$ cat src/rtl/adc_scan_pkg.sv
package adc_scan_pkg;

  localparam int RES_W = 12;
  localparam logic [1:0] MODE_AUTO = 2'd1;
  localparam logic [1:0] SEQ_WALK  = 2'd1;

  typedef struct packed {
    logic latchFirst;  // load scan pointer with lowest enabled channel
    logic latchNext;   // advance scan pointer to next enabled channel
    logic storeRes;    // capture converter result for current channel
    logic clrTimer;    // restart interval count
    logic timerRun;    // interval count may advance
  } scanStrobe_t;

endpackage

$ cat src/rtl/adc_scan_dp.sv
module adc_scan_dp
  import adc_scan_pkg::*;
#(
  parameter int NUM_CH     = 8,
  parameter int BASE_TICKS = 750,
  localparam int CH_W      = $clog2(NUM_CH),
  localparam int TMR_W     = $clog2(BASE_TICKS * 8)
) (
  input  logic                    clk,
  input  logic                    rstN,
  input  logic                    cfgStart,
  input  logic [NUM_CH-1:0]       cfgChanMask,
  input  logic [1:0]              cfgIntervalSel,
  input  logic [1:0]              cfgSeqMode,
  input  logic                    cfgStatsEn,
  input  logic                    tickEn,
  input  scanStrobe_t             strobe,
  input  logic [RES_W-1:0]        convData,
  input  logic [CH_W:0]           rdAddr,
  output logic [7:0]              rdData,
  output logic [CH_W-1:0]         curCh,
  output logic                    maskNz,
  output logic                    hasNext,
  output logic                    timerDone,
  output logic [NUM_CH-1:0]       latchedMask,
  output logic [NUM_CH*RES_W-1:0] resFlat
);

  logic [CH_W-1:0]  firstCh;
  logic [CH_W-1:0]  nextCh;
  logic             nextFound;
  logic [TMR_W-1:0] timerCnt;
  logic [TMR_W-1:0] period;
  logic [RES_W-1:0] resReg [NUM_CH];
  logic [CH_W-1:0]  rdCh;

  // working mask copies the programmed mask only while halted
  always_ff @(posedge clk or negedge rstN) begin
    if (!rstN)          latchedMask <= '0;
    else if (!cfgStart) latchedMask <= cfgChanMask;
  end

  assign maskNz = |latchedMask;

  // lowest enabled channel, and lowest enabled channel above the pointer
  always_comb begin
    firstCh   = '0;
    nextCh    = '0;
    nextFound = 1'b0;
    for (int i = NUM_CH - 1; i >= 0; i--) begin
      if (latchedMask[i]) firstCh = CH_W'(i);
      if (latchedMask[i] && (CH_W'(i) > curCh)) begin
        nextCh    = CH_W'(i);
        nextFound = 1'b1;
      end
    end
  end

  assign hasNext = nextFound && (cfgSeqMode == SEQ_WALK);

  always_ff @(posedge clk or negedge rstN) begin
    if (!rstN)                  curCh <= '0;
    else if (strobe.latchFirst) curCh <= firstCh;
    else if (strobe.latchNext)  curCh <= nextCh;
  end

  // interval timer, counts timebase ticks only while waiting
  assign period    = TMR_W'(BASE_TICKS) << cfgIntervalSel;
  assign timerDone = strobe.timerRun && tickEn && (timerCnt == period - 1'b1);

  always_ff @(posedge clk or negedge rstN) begin
    if (!rstN)                          timerCnt <= '0;
    else if (strobe.clrTimer)           timerCnt <= '0;
    else if (strobe.timerRun && tickEn) timerCnt <= timerCnt + 1'b1;
  end

  // per-channel result storage
  generate
    for (genvar g = 0; g < NUM_CH; g++) begin : gRes
      always_ff @(posedge clk or negedge rstN) begin
        if (!rstN)
          resReg[g] <= '0;
        else if (strobe.storeRes && cfgStatsEn && (curCh == CH_W'(g)))
          resReg[g] <= convData;
      end
      assign resFlat[g*RES_W +: RES_W] = resReg[g];
    end
  endgenerate

  // split-nibble byte view
  assign rdCh = rdAddr[CH_W:1];

  always_comb begin
    if (rdAddr[0]) rdData = resReg[rdCh][11:4];
    else           rdData = {resReg[rdCh][3:0], 4'b0000};
  end

endmodule

$ cat src/rtl/adc_scan_ctrl.sv
module adc_scan_ctrl
  import adc_scan_pkg::*;
(
  input  logic        clk,
  input  logic        rstN,
  input  logic        cfgStart,
  input  logic [1:0]  cfgConvMode,
  input  logic        maskNz,
  input  logic        hasNext,
  input  logic        timerDone,
  input  logic        convDone,
  output logic        convReq,
  output scanStrobe_t strobe
);

  typedef enum logic [1:0] {S_IDLE, S_REQ, S_BUSY, S_WAIT} scanState_e;

  scanState_e state, stateNxt;
  logic       running;

  assign running = cfgStart && (cfgConvMode == MODE_AUTO) && maskNz;
  assign convReq = (state == S_REQ);

  always_comb begin
    stateNxt = state;
    strobe   = '0;
    unique case (state)
      S_IDLE: begin
        if (running) begin
          strobe.latchFirst = 1'b1;
          stateNxt          = S_REQ;
        end
      end
      S_REQ: stateNxt = S_BUSY;
      S_BUSY: begin
        if (convDone) begin
          strobe.storeRes = 1'b1;
          if (running && hasNext) begin
            strobe.latchNext = 1'b1;
            stateNxt         = S_REQ;
          end else if (running) begin
            strobe.clrTimer = 1'b1;
            stateNxt        = S_WAIT;
          end else begin
            stateNxt = S_IDLE;
          end
        end
      end
      S_WAIT: begin
        strobe.timerRun = 1'b1;
        if (!running) begin
          stateNxt = S_IDLE;
        end else if (timerDone) begin
          strobe.latchFirst = 1'b1;
          stateNxt          = S_REQ;
        end
      end
      default: stateNxt = S_IDLE;
    endcase
  end

  always_ff @(posedge clk or negedge rstN) begin
    if (!rstN) state <= S_IDLE;
    else       state <= stateNxt;
  end

endmodule

$ cat src/rtl/adc_scan_seq.sv
module adc_scan_seq
  import adc_scan_pkg::*;
#(
  parameter int NUM_CH     = 8,
  parameter int BASE_TICKS = 750,
  localparam int CH_W      = $clog2(NUM_CH)
) (
  input  logic              clk,
  input  logic              rstN,
  input  logic              cfgStart,
  input  logic [1:0]        cfgConvMode,
  input  logic [1:0]        cfgSeqMode,
  input  logic [1:0]        cfgIntervalSel,
  input  logic              cfgStatsEn,
  input  logic [NUM_CH-1:0] cfgChanMask,
  input  logic              tickEn,
  output logic              convReq,
  output logic [CH_W-1:0]   convChan,
  input  logic              convDone,
  input  logic [RES_W-1:0]  convData,
  input  logic [CH_W:0]     rdAddr,
  output logic [7:0]        rdData
);

  scanStrobe_t              strobe;
  logic                     maskNz;
  logic                     hasNext;
  logic                     timerDone;
  logic [NUM_CH-1:0]        latchedMask;
  logic [NUM_CH*RES_W-1:0]  resFlat;

  adc_scan_ctrl u_ctrl (
    .clk        (clk),
    .rstN       (rstN),
    .cfgStart   (cfgStart),
    .cfgConvMode(cfgConvMode),
    .maskNz     (maskNz),
    .hasNext    (hasNext),
    .timerDone  (timerDone),
    .convDone   (convDone),
    .convReq    (convReq),
    .strobe     (strobe)
  );

  adc_scan_dp #(
    .NUM_CH    (NUM_CH),
    .BASE_TICKS(BASE_TICKS)
  ) u_dp (
    .clk           (clk),
    .rstN          (rstN),
    .cfgStart      (cfgStart),
    .cfgChanMask   (cfgChanMask),
    .cfgIntervalSel(cfgIntervalSel),
    .cfgSeqMode    (cfgSeqMode),
    .cfgStatsEn    (cfgStatsEn),
    .tickEn        (tickEn),
    .strobe        (strobe),
    .convData      (convData),
    .rdAddr        (rdAddr),
    .rdData        (rdData),
    .curCh         (convChan),
    .maskNz        (maskNz),
    .hasNext       (hasNext),
    .timerDone     (timerDone),
    .latchedMask   (latchedMask),
    .resFlat       (resFlat)
  );

endmodule

$ cat config.mk
export PLATFORM = sky130hd
export DESIGN_NAME = adc_scan_seq
export DESIGN_NICKNAME = d
export VERILOG_FILES = /design/src/rtl/adc_scan_pkg.sv /design/src/rtl/adc_scan_dp.sv /design/src/rtl/adc_scan_ctrl.sv /design/src/rtl/adc_scan_seq.sv
export SDC_FILE = /design/constraint.sdc
export NUM_CORES = 1
export LEC_CHECK = 0
export BUFFER_PORTS_ARGS = -buffer_cell sky130_fd_sc_hd__buf_2
export CORE_ASPECT_RATIO = 1.5
export CORE_MARGIN = 2
export CORE_UTILIZATION = 55
export CTS_BUF_LIST = sky130_fd_sc_hd__clkbuf_4
export CTS_CLUSTER_DIAMETER = 120
export CTS_CLUSTER_SIZE = 10
export DETAILED_ROUTE_END_ITERATION = 16
export PLACE_DENSITY = 0.76
export SKIP_LAST_GASP = 1
export SLEW_MARGIN = 5
export SYNTH_ARGS = -nofsm -noshare
export SYNTH_HDL_FRONTEND = slang
export SYNTH_HIERARCHICAL = 1
export SYNTH_SLANG_ARGS = --single-unit
$ cat constraint.sdc
create_clock -name clk -period 4.1 [get_ports clk]
set_input_delay 0 -clock clk [delete_from_list [all_inputs] [get_ports clk]]
set_output_delay 0 -clock clk [all_outputs]
set_load 0.005 [all_outputs]
==> impl_metrics.toml <==
[logic_synthesis]
ys.flop_type = "dfrtp_1"
post_synth_inst_count = 460
synth-seq-area-share_pct = 48.69
netlist-cell-type-count = 48
net_count_after_synthesis = 508
synth.avg_cell_area_sq_um = 13.63
number_of_enable_type_register_cells_in_the_synthesized_netlist = 0
synth_area_sq_um = 6270
synth.ff_latch_count = 122
yosysWarnings = 6
asyncSetResetFlopFracSynth_pct = 100.0

[critical_path]
worstSetupPathType = "reg2reg"
timing.critical_path.from_type = "flip-flop"
timing.critical_path.arrival_ps = 3350
endpoint_kind = "flip-flop"
origin_of_the_critical_flop_to_flop_path = "u_ctrl/state[1]"
path_max_fanout = 7
r2r_cells = 11
critical_path.reg2reg.endpoint = "u_dp/curCh[0]"
minimum_setup_slack_among_reg_to_reg_paths_ps = 1130
cp.required_ps = 4470

[floorplanning]
fp.coreArea_sq_um = 11060
design.portCount = 48
initial_utilization_pct = 56.71
floorplan.die_area_sq_um = 12290
floorplan.die.width_microns = 91.18
row_count = 47
floorplan.die.height_microns = 134.8

[route]
avgRoutedWirePerCell_microns = 18.68
drt_drc_violations_left = 0
via_per_inst = 5.818
antenna_violating_nets_post_route = 0
drt_pass1_iterations = 6
detailedRoute.firstIterationViolations = 177
detailroute.via_count = 4084
drt-total-wl_mm = 13.11

[clock_network]
cts-root-buf = "clkbuf_4"
ctsHtreeMaxLevel = 4
cts_resized = 0
clk_pin_slew_worst_paths_ps = 90
cts-hold-fix-buffers = 31
post-cts-setup-buffers = 0
clock_latency_at_the_later_pin_of_the_worst_skew_pair_ps = 520
tritoncts = "done"
clock-sinks = 122
numCtsBuffers = 17
max-clock-path-buffers = 2

[global_routing]
globalRouteTotalUtil_pct = 23.30
first_global_vias = 4343
global_route.overflow_total = 0
initial_antenna_violation_count = 1
largest_net_degree_at_the_start_of_global_routing = 53
grt_pass1_wl_mm = 22.05

[placed_design]
io_buffers = 47
place_inst = 642
hpwl_mm = 8.360
place.gp.congestion = 0.8898

[worst_hold_path]
holdCritStartpoint = "cfgConvMode[0]"
worst_hold_path.num_cells = 4
worst_hold_path_type = "in2reg"
hold_end = "u_ctrl/state[0]"

[sta]
rsz0062_at_grt = "no"
fin_tns_setup_ps = 0
timing.final.max_slew_violations = 0
setup_viol = 0
timing.fmax_mhz = 336.5
hold_viol_final = 0
worst_slew_pin_slew_ps = 889.7
worst_clock_skew_ps = 9.168
period_needed_ps = 2972
slew_headroom_pct = 40.49
layout_worst_path_cycle_share_pct = 72.49

[cells_and_area]
flow.area_growth_from_synthesis_pct = 13.71
drive_above_1_share_pct = 34.48
final_cells = 702
nets = 593

[status]
run_status = "finished clean"

[flow_run]
maxCapViolations = 0

[pwr]
power.leakage_nw = 3.559
power.density_nw_per_um2 = 442.6
vdd_ir_drop_max_mv = 0.3080
-- how the worst max path moves through the flow --
stage,to,from,slack [ps],cells past startpoint
2_1_floorplan,u_dp/curCh[0],u_ctrl/state[1],1760,11
3_3_place_gp,u_dp/curCh[0],u_ctrl/state[1],1410,11
3_5_place_dp,u_dp/curCh[0],u_ctrl/state[1],1270,11
4_1_cts,u_dp/curCh[0],u_ctrl/state[1],1250,11
5_1_grt,u_dp/curCh[0],u_ctrl/state[1],840,11
6_report,u_dp/curCh[0],u_ctrl/state[1],1130,11
-- cell usage in the layout, fill, tap and decap left out, types with 14 or more instances in the layout --
| master | instances |
|---|---|
| dlygate4sd3_1 | 31 |
| dfrtp_1 | 122 |
| xor2_1 | 14 |
| mux2_2 | 84 |
| nor2_1 | 39 |
| clkbuf_4 | 21 |
| mux4_1 | 21 |
| buf_2 | 46 |
| mux2_4 | 20 |
| nand2_1 | 18 |
-- state kept, by name, indices dropped and copies added (netlist names) --
signal / count
u_dp/timerCnt: 13
u_dp/curCh: 3
u_dp/latchedMask: 8
u_ctrl/state: 2
u_dp/resFlat: 96
-- area by class of cell --
| cell class | instances | area [sq um] |
|---|---|---|
| clock buffer | 21 | 157.7 |
| clock inverter | 7 | 55.05 |
| multi-input combinational | 311 | 3043 |
| sequential | 122 | 3053 |
| fill | 874 | 3926 |
| timing repair buffer | 86 | 608.1 |
| inverter | 7 | 26.28 |
| tap | 147 | 183.9 |
| antenna | 1 | 2.502 |
-- routing by layer --
metal | track usage, % | vias to the layer above | share of wire (%)
li1 | - | 1857 | -
met1 | 28.20 | 2114 | 42
met2 | 40.95 | 99 | 53
met3 | 6.250 | 14 | 3.7
met4 | 6.818 | 0 | 1.3
met5 | 0 | - | 0
-- cell families (layout without fill, tap and decap cells) --
logic type                 count (synthesis)  count (layout)  synth area share, %
muxes                                    133             133                30.55
DFF                                      122             122                48.69
and+or+nand+nor                          110             110                9.140
AOI/OAI and AO/OA                         38              38                3.932
buffers and inverters                     27             121                2.774
xor gates and xnor gates                  18              18                2.514
adders and majority gates                 12              12                2.395
other                                      0               1                    0
-- cell usage after synthesis, drive strengths merged, types with 4 or more instances --
cell	number	area (sq um)
a21oi	12	60.06
nand3	10	62.56
o21ai	4	20.02
mux2	104	1246
xnor2	4	35.03
buf	16	132.6
nand2b	5	31.28
nor3	4	20.02
nor2	39	146.4
nand2	18	67.56
or3	4	40.04
mux4	24	619.3
ha	12	150.1
clkbuf	4	15.01
and3	4	26.28
mux2i	5	50.05
xor2	14	122.6
dfrtp	122	3053
nor2b	12	75.07
a22oi	9	67.56
inv	7	26.28
-- power by group --
group          leakage (nW)  switching, mW  internal, mW  total (mW)
Clock                 0.125          0.393         0.304       0.697
Sequential             1.65          0.186          1.45        1.64
Combinational          1.79          0.324         0.497       0.821
Total                  3.56          0.903          2.25        3.16
-- critical path: stages, from the launching register on --
cell	delay [ps]
dfrtp_1	420
ha_1	290
nand2_1	140
nor4_1	210
nand3_1	110
nor4_1	480
a21oi_1	130
nor3_1	530
nand2b_1	250
a21oi_1	50
o21ai_0	100
o211ai_1	120
-- metrics by stage --
| stage | cell area, sq um | setup WS [ps] | hold slack (ps) | power, mW | util (%) |
|---|---|---|---|---|---|
| after floorplan | 6270 | 1761 | -295.6 | 2.214 | - |
| after global placement | 6604 | 1407 | -94.81 | 2.387 | 59.73 |
| after detailed placement | 6604 | 1271 | -87.49 | 2.442 | 59.73 |
| after CTS | 7127 | 1250 | 4.206 | 3.174 | 64.46 |
| after global routing | 7129 | 841.3 | 57.21 | 3.348 | 64.49 |
| final | 7129 | 1128 | 46.53 | 3.155 | 64.49 |
(Power assumes the default switching activity.)
